<file path="config.mk">
export PLATFORM = sky130hd
export DESIGN_NAME = gpio_irq_router
export DESIGN_NICKNAME = d
export VERILOG_FILES = /design/src/rtl/gpio_irq_pkg.sv /design/src/rtl/gpio_irq_cfg.sv /design/src/rtl/gpio_irq_chan.sv /design/src/rtl/gpio_irq_router.sv
export SDC_FILE = /design/constraint.sdc
export NUM_CORES = 1
export LEC_CHECK = 0
export BUFFER_PORTS_ARGS = -buffer_cell sky130_fd_sc_hd__buf_2
export CELL_PAD_IN_SITES_DETAIL_PLACEMENT = 1
export CELL_PAD_IN_SITES_GLOBAL_PLACEMENT = 2
export CORE_MARGIN = 8
export CORE_UTILIZATION = 37
export CTS_CLUSTER_DIAMETER = 80
export DETAILED_ROUTE_END_ITERATION = 6
export PLACE_DENSITY = 0.76
export SLEW_MARGIN = 20
export SYNTH_ARGS = -nofsm -noshare
export SYNTH_HDL_FRONTEND = slang
export SYNTH_HIERARCHICAL = 1
export SYNTH_SLANG_ARGS = --single-unit
</file>
<file path="constraint.sdc">
create_clock -name clk -period 2.2 [get_ports clk]
set_input_delay 0.66 -clock clk [delete_from_list [all_inputs] [get_ports clk]]
set_output_delay 0.66 -clock clk [all_outputs]
set_load 0.005 [all_outputs]
</file>
<file path="src/rtl/gpio_irq_pkg.sv">
package gpio_irq_pkg;

    localparam int REG_W  = 32;
    localparam int ADDR_W = 3;
    localparam int IDX_W  = 8;
    localparam int FILT_W = 4;

    localparam logic [ADDR_W-1:0] ADR_MODE   = 3'd0;
    localparam logic [ADDR_W-1:0] ADR_FILT   = 3'd1;
    localparam logic [ADDR_W-1:0] ADR_SEL_LO = 3'd2;
    localparam logic [ADDR_W-1:0] ADR_SEL_HI = 3'd3;
    localparam logic [ADDR_W-1:0] ADR_STAT   = 3'd4;

    localparam int POL_BASE = 16;

    typedef struct packed {
        logic              edge_md;
        logic              act_low;
        logic [IDX_W-1:0]  sel;
        logic [FILT_W-1:0] depth;
    } chan_cfg_t;

endpackage

</file>
<file path="src/rtl/gpio_irq_cfg.sv">
module gpio_irq_cfg
    import gpio_irq_pkg::*;
#(
    parameter int NUM_CH = 8
) (
    input  logic                     clk,
    input  logic                     rst_n,
    input  logic                     wr_en,
    input  logic [ADDR_W-1:0]        addr,
    input  logic [REG_W-1:0]         wdata,
    input  logic [NUM_CH-1:0]        pend,
    output logic [REG_W-1:0]         rdata,
    output chan_cfg_t [NUM_CH-1:0]   cfg,
    output logic [NUM_CH-1:0]        reconf,
    output logic [NUM_CH-1:0]        clr
);

    localparam int PER_WORD = REG_W / IDX_W;

    typedef struct packed {
        logic [NUM_CH-1:0]             edge_md;
        logic [NUM_CH-1:0]             act_low;
        logic [NUM_CH-1:0][FILT_W-1:0] depth;
        logic [NUM_CH-1:0][IDX_W-1:0]  sel;
    } cfg_st_t;

    cfg_st_t st_d, st_q;

    always_comb begin
        st_d   = st_q;
        rdata  = '0;
        reconf = '0;
        clr    = '0;

        if (wr_en) begin
            if (addr == ADR_MODE) begin
                st_d.edge_md = wdata[NUM_CH-1:0];
                st_d.act_low = wdata[POL_BASE +: NUM_CH];
            end
            for (int i = 0; i < NUM_CH; i++) begin
                if (addr == ADR_FILT)
                    st_d.depth[i] = wdata[FILT_W*i +: FILT_W];
                if ((addr == ADR_SEL_LO && i < PER_WORD) ||
                    (addr == ADR_SEL_HI && i >= PER_WORD))
                    st_d.sel[i] = wdata[IDX_W*(i % PER_WORD) +: IDX_W];
                if (addr == ADR_STAT)
                    clr[i] = wdata[i];
            end
        end

        for (int i = 0; i < NUM_CH; i++) begin
            reconf[i] = (st_d.sel[i]     != st_q.sel[i])     ||
                        (st_d.edge_md[i] != st_q.edge_md[i]) ||
                        (st_d.act_low[i] != st_q.act_low[i]);
            cfg[i].edge_md = st_q.edge_md[i];
            cfg[i].act_low = st_q.act_low[i];
            cfg[i].sel     = st_q.sel[i];
            cfg[i].depth   = st_q.depth[i];
        end

        case (addr)
            ADR_MODE: begin
                rdata[NUM_CH-1:0]          = st_q.edge_md;
                rdata[POL_BASE +: NUM_CH]  = st_q.act_low;
            end
            ADR_FILT: for (int i = 0; i < NUM_CH; i++)
                rdata[FILT_W*i +: FILT_W] = st_q.depth[i];
            ADR_SEL_LO: for (int i = 0; i < NUM_CH; i++)
                if (i < PER_WORD) rdata[IDX_W*i +: IDX_W] = st_q.sel[i];
            ADR_SEL_HI: for (int i = 0; i < NUM_CH; i++)
                if (i >= PER_WORD) rdata[IDX_W*(i-PER_WORD) +: IDX_W] = st_q.sel[i];
            ADR_STAT: rdata[NUM_CH-1:0] = pend;
            default:  rdata = '0;
        endcase
    end

    always_ff @(posedge clk or negedge rst_n) begin
        if (!rst_n) st_q <= '0;
        else        st_q <= st_d;
    end

endmodule

</file>
<file path="src/rtl/gpio_irq_chan.sv">
module gpio_irq_chan
    import gpio_irq_pkg::*;
#(
    parameter int NUM_PADS = 12,
    parameter int SYNC_N   = 2
) (
    input  logic                clk,
    input  logic                rst_n,
    input  logic [NUM_PADS-1:0] pads,
    input  chan_cfg_t           cfg,
    input  logic                reconf,
    input  logic                clr,
    output logic                pend_o,
    output logic                filt_o,
    output logic                irq_o
);

    localparam int SETTLE_N = SYNC_N + 1;
    localparam int ST_W     = $clog2(SETTLE_N + 1);
    localparam logic [ST_W-1:0] SETTLE = ST_W'(SETTLE_N);

    typedef struct packed {
        logic [SYNC_N-1:0] sync;
        logic              filt;
        logic [FILT_W-1:0] cnt;
        logic [ST_W-1:0]   settle;
        logic              pend;
    } ch_st_t;

    ch_st_t st_d, st_q;
    logic   raw, samp, rise;

    always_comb begin
        // pad mux: an index with no pad yields the level that reads inactive
        raw = cfg.act_low;
        for (int p = 0; p < NUM_PADS; p++)
            if (cfg.sel == IDX_W'(p)) raw = pads[p];

        samp = st_q.sync[SYNC_N-1] ^ cfg.act_low;

        st_d      = st_q;
        st_d.sync = {st_q.sync[SYNC_N-2:0], raw};

        if (st_q.settle != '0) begin
            st_d.settle = st_q.settle - 1'b1;
            st_d.cnt    = '0;
            if (st_q.settle == ST_W'(1)) st_d.filt = samp;
        end else if (samp != st_q.filt) begin
            if (st_q.cnt + 1'b1 >= cfg.depth) begin
                st_d.filt = samp;
                st_d.cnt  = '0;
            end else begin
                st_d.cnt  = st_q.cnt + 1'b1;
            end
        end else begin
            st_d.cnt = '0;
        end

        rise      = (st_q.settle == '0) && st_d.filt && !st_q.filt;
        st_d.pend = (st_q.pend && !clr) || (cfg.edge_md && rise);

        if (reconf) begin
            st_d        = '0;
            st_d.settle = SETTLE;
        end
    end

    always_ff @(posedge clk or negedge rst_n) begin
        if (!rst_n) begin
            st_q        <= '0;
            st_q.settle <= SETTLE;
        end else begin
            st_q <= st_d;
        end
    end

    assign pend_o = st_q.pend;
    assign filt_o = st_q.filt;
    assign irq_o  = cfg.edge_md ? st_q.pend : st_q.filt;

endmodule

</file>
<file path="src/rtl/gpio_irq_router.sv">
module gpio_irq_router
    import gpio_irq_pkg::*;
#(
    parameter int NUM_PADS = 12,
    parameter int NUM_CH   = 8,
    parameter int SYNC_N   = 2
) (
    input  logic                clk,
    input  logic                rst_n,
    input  logic [NUM_PADS-1:0] pad_i,
    input  logic                reg_wr_en,
    input  logic [ADDR_W-1:0]   reg_addr,
    input  logic [REG_W-1:0]    reg_wdata,
    output logic [REG_W-1:0]    reg_rdata,
    output logic [NUM_CH-1:0]   irq_o
);

    chan_cfg_t [NUM_CH-1:0] cfg_w;
    logic [NUM_CH-1:0]      reconf_w;
    logic [NUM_CH-1:0]      clr_w;
    logic [NUM_CH-1:0]      pend_w;
    logic [NUM_CH-1:0]      filt_w;

    gpio_irq_cfg #(.NUM_CH(NUM_CH)) u_cfg (
        .clk    (clk),
        .rst_n  (rst_n),
        .wr_en  (reg_wr_en),
        .addr   (reg_addr),
        .wdata  (reg_wdata),
        .pend   (pend_w),
        .rdata  (reg_rdata),
        .cfg    (cfg_w),
        .reconf (reconf_w),
        .clr    (clr_w)
    );

    for (genvar c = 0; c < NUM_CH; c++) begin : g_ch
        gpio_irq_chan #(.NUM_PADS(NUM_PADS), .SYNC_N(SYNC_N)) u_ch (
            .clk    (clk),
            .rst_n  (rst_n),
            .pads   (pad_i),
            .cfg    (cfg_w[c]),
            .reconf (reconf_w[c]),
            .clr    (clr_w[c]),
            .pend_o (pend_w[c]),
            .filt_o (filt_w[c]),
            .irq_o  (irq_o[c])
        );
    end

endmodule

</file>
==> results.md <==
* Post-synthesis average cell area at 10.58 sq um
* Origin of the worst setup path: u_cfg/cfg[67]$_DFF_PN0_
* Die Wd at 204.0 um
* Register area share after synthesis at 0.3689
* Antenna Cells at 0
* Starting Density at 0.3713
* Share of cells above drive strength 1 at 0.3865
* Netlist cell types at 54
* Routed Antenna Nets at 0
* Total Routing Usage GR at 0.2089
* Vias at 10554
* Final Cell Area at ~0.017 sq mm
* WL per Instance at roughly 23 um
* Root Buffer: clkbuf_16
* TritonCTS clock tree: built
* First-pass GRT wire length at 67.67 mm
* CP required at roughly 1.5 ns
* Core Area at 0.03522 sq mm
* Slew Limit Headroom at 0.5773
* Worst VDD drop at 605.4 uV
* Cell count after synthesis at 1236
* Layout Skew at 0.02134 ns
* RSZ-0062 raised after global routing: true
* Syn Nets at 1342
* Part of the power in registers at 0.360
* Net switching fraction of the power at 0.3629
* Finished Layout Cells at about 1900
* Worst Hold Class: in -> async
* Largest net degree at the start of global routing at 54
* Ys Warns at 6
* CP Capture Type: output port
* Row count at approximately 70
* DRC Markers at 0
* Die Y at 204.0 um
* Antenna violations before repair at 0
* Grt total ovfl at 0
* Die area at 0.04162 sq mm
* WS Path Type: reg -> out
* Final layout net count at 1565
* P_leak at 7.448 nW
* Pre-antenna DRT Iters at 6
* Area Growth Syn to Fin at 26.41%
* Clk sinks at 192
* R2R Path Start: u_cfg/cfg[38]$_DFF_PN0_
* Worst-Skew Late Latency at 0.46 ns
* Failing checks: setup timing
* Nature of the critical path startpoint: register
* Inst Count DP at ~1900
* PortBufs at 89
* Final wirelength at 43.93 mm
* Final min period at 2.477 ns
* Top FF cell, synth: dfrtp_1
* Final RePlAce weighted congestion at 0.8668
* Final setup viols at 32
* Crit path DAT at 1.82 ns
* Power per cell area at 910.6 mW/mm^2
* Ys async rst share at 1.000
* Worst-path clk slew at 0.08 ns
* Fillers at 3857
* Seq cells post-synth at 192
* CTS buffer count at 17
* Max-Cap Viols at 0
* Io pins at 90
* Slew Limit Fails at 0
* Area after DPL at 0.01499 sq mm
* Worst-Margin Slew at 0.6283 ns
* NetSw at 5.464 mW
* Comb pwr share at 0.415
* Vias in the first global route at 11492
* Worst setup margin at -0.2768 ns
* Clock buffer depth at 2
* CP Max Fanout at 2
* Final HPWL DP at 31.74 mm
* Status: finished, violations left
* Vias per Instance at 5.460
* H-tree Lvls at 4
* Iter 0 DRT Violations at 532
* Final period utilization at 1.126
* Synth Cell Area at 0.01308 sq mm
* Final hold violation count at 0
* Tot Pwr at 15.05 mW
* Achievable frequency at 403.8 MHz
* EDFF count, synth at 0
* P_int at 9.591 mW
* Clock power share at 0.225
logic make-up after synthesis:
kind of cell,after synthesis,synth area share
and+or+nand+nor,292,0.1449
muxes,219,0.1888
xor gates and xnor gates,115,0.07701
DFF,192,0.3689
adders and majority gates,56,0.05357
AOI/OAI and AO/OA,210,0.1089
buffers and inverters,152,0.05788
synth_stat cells, types with 9 or more instances:
library cell,instances,area [sq um]
a211oi_1,18,135.1
a21oi_1,31,155.2
a22oi_1,16,120.1
buf_2,17,85.08
buf_4,20,150.1
buf_6,12,135.1
clkbuf_1,24,90.09
dfrtp_1,176,4404
dfstp_2,16,420.4
ha_1,56,700.7
inv_1,79,296.5
mux2_1,24,270.3
mux2_2,108,1216
mux2i_1,78,780.8
mux4_2,9,202.7
nand2_1,15,56.30
nand2b_1,34,212.7
nand4_1,12,75.07
nor2_1,45,168.9
nor2_2,9,56.30
nor2b_1,33,206.5
nor3_1,16,80.08
nor3b_1,42,315.3
nor4_1,10,62.56
nor4bb_1,24,240.2
o211ai_1,9,67.56
o21ai_0,45,225.2
o21ai_1,11,55.05
o22ai_1,17,106.4
xnor2_1,68,595.6
xor2_1,47,411.6
per-stage QoR:
stage | setup WS (ns) | TNS (ns) | utilization | hold slack (ns)
3_5_place_dp | -0.4568 | -31.96 | 0.4257 | 0.4532
2_1_floorplan | 0.001496 | 0 | - | 0.3644
3_3_place_gp | -0.4861 | -28.58 | 0.4257 | 0.4460
4_1_cts | -0.2214 | -4.261 | 0.4655 | 0.1249
5_1_grt | -0.2989 | -6.094 | 0.4694 | 0.1348
6_report | -0.2768 | -4.529 | 0.4694 | 0.1306
final cells by class:
| cell class | count | area (sq um) | share of cell area |
|---|---|---|---|
| clock buffer | 21 | 470.5 | 0.02845 |
| inverter | 79 | 299.0 | 0.01809 |
| multi-input combinational | 892 | 7896 | 0.4776 |
| sequential | 192 | 4833 | 0.2923 |
| timing repair buffer | 277 | 2303 | 0.1393 |
| clock inverter | 11 | 153.9 | 0.009308 |
| tap | 461 | 576.8 | 0.03489 |
worst max-delay path, cell delays in order, from the launching register on:
cell and delay (ns):
dfrtp_2 0.43, mux4_2 0.50, mux2_4 0.30, buf_6 0.12
power by group through the flow:
stage / Sequential [mW] / Combinational, mW / Clock [mW]
2_1_floorplan: 5.19 / 4.03 / 0
3_3_place_gp: 5.39 / 5.55 / 0
3_5_place_dp: 5.44 / 5.76 / 0
4_1_cts: 5.39 / 6.16 / 3.45
5_1_grt: 5.54 / 6.83 / 3.60
6_report: 5.42 / 6.25 / 3.39
cell usage in the layout, fill, tap and decap left out, types with 43 or more instances in the layout:
cell	count
buf_2	81
buf_4	152
dfrtp_1	169
ha_1	56
inv_1	77
mux2_2	98
mux2i_1	74
o21ai_0	43
xnor2_1	67
xor2_1	46
state kept, by name (all words and copies together) (netlist names):
signal / flops
g_ch.u_ch/filt_o: 8
g_ch.u_ch/pend_o: 8
g_ch.u_ch/st_q: 64
u_cfg/cfg: 112
what timing repair did:
item,CTS,global route
gates cloned,5,1
setup buffers,26,9
resized for setup,89,36
hold buffers,0,0
setup endpoints to repair,33,53
pin swaps,14,25
path summary, 6_finish.rpt:
path | end | cells after the start | slack, ns
setup reg to reg | g_ch[2].u_ch/st_q[5]$_DFF_PN0_ | 8 | 0.01
hold / removal | g_ch[5].u_ch/st_q[4]$_DFF_PN0_ | 1 | 0.13
setup / recovery | reg_rdata[7] | 3 | -0.28
hold reg to reg | g_ch[1].u_ch/st_q[9]$_DFF_PN0_ | 1 | 0.46
max in group asynchronous | g_ch[3].u_ch/st_q[2]$_DFFE_PN1P_ | 2 | 1.38
min in group clk | g_ch[1].u_ch/st_q[9]$_DFF_PN0_ | 1 | 0.46
routing by layer:
layer | part of all wire | global-route usage | routed length [um]
met1 | 0.46 | 0.2751 | 20030
met3 | 0.037 | 0.03313 | 1606
met5 | 0 | 0 | 0
met4 | 0.021 | 0.06171 | 913
met2 | 0.49 | 0.3496 | 21380
(Power assumes the default switching activity.)
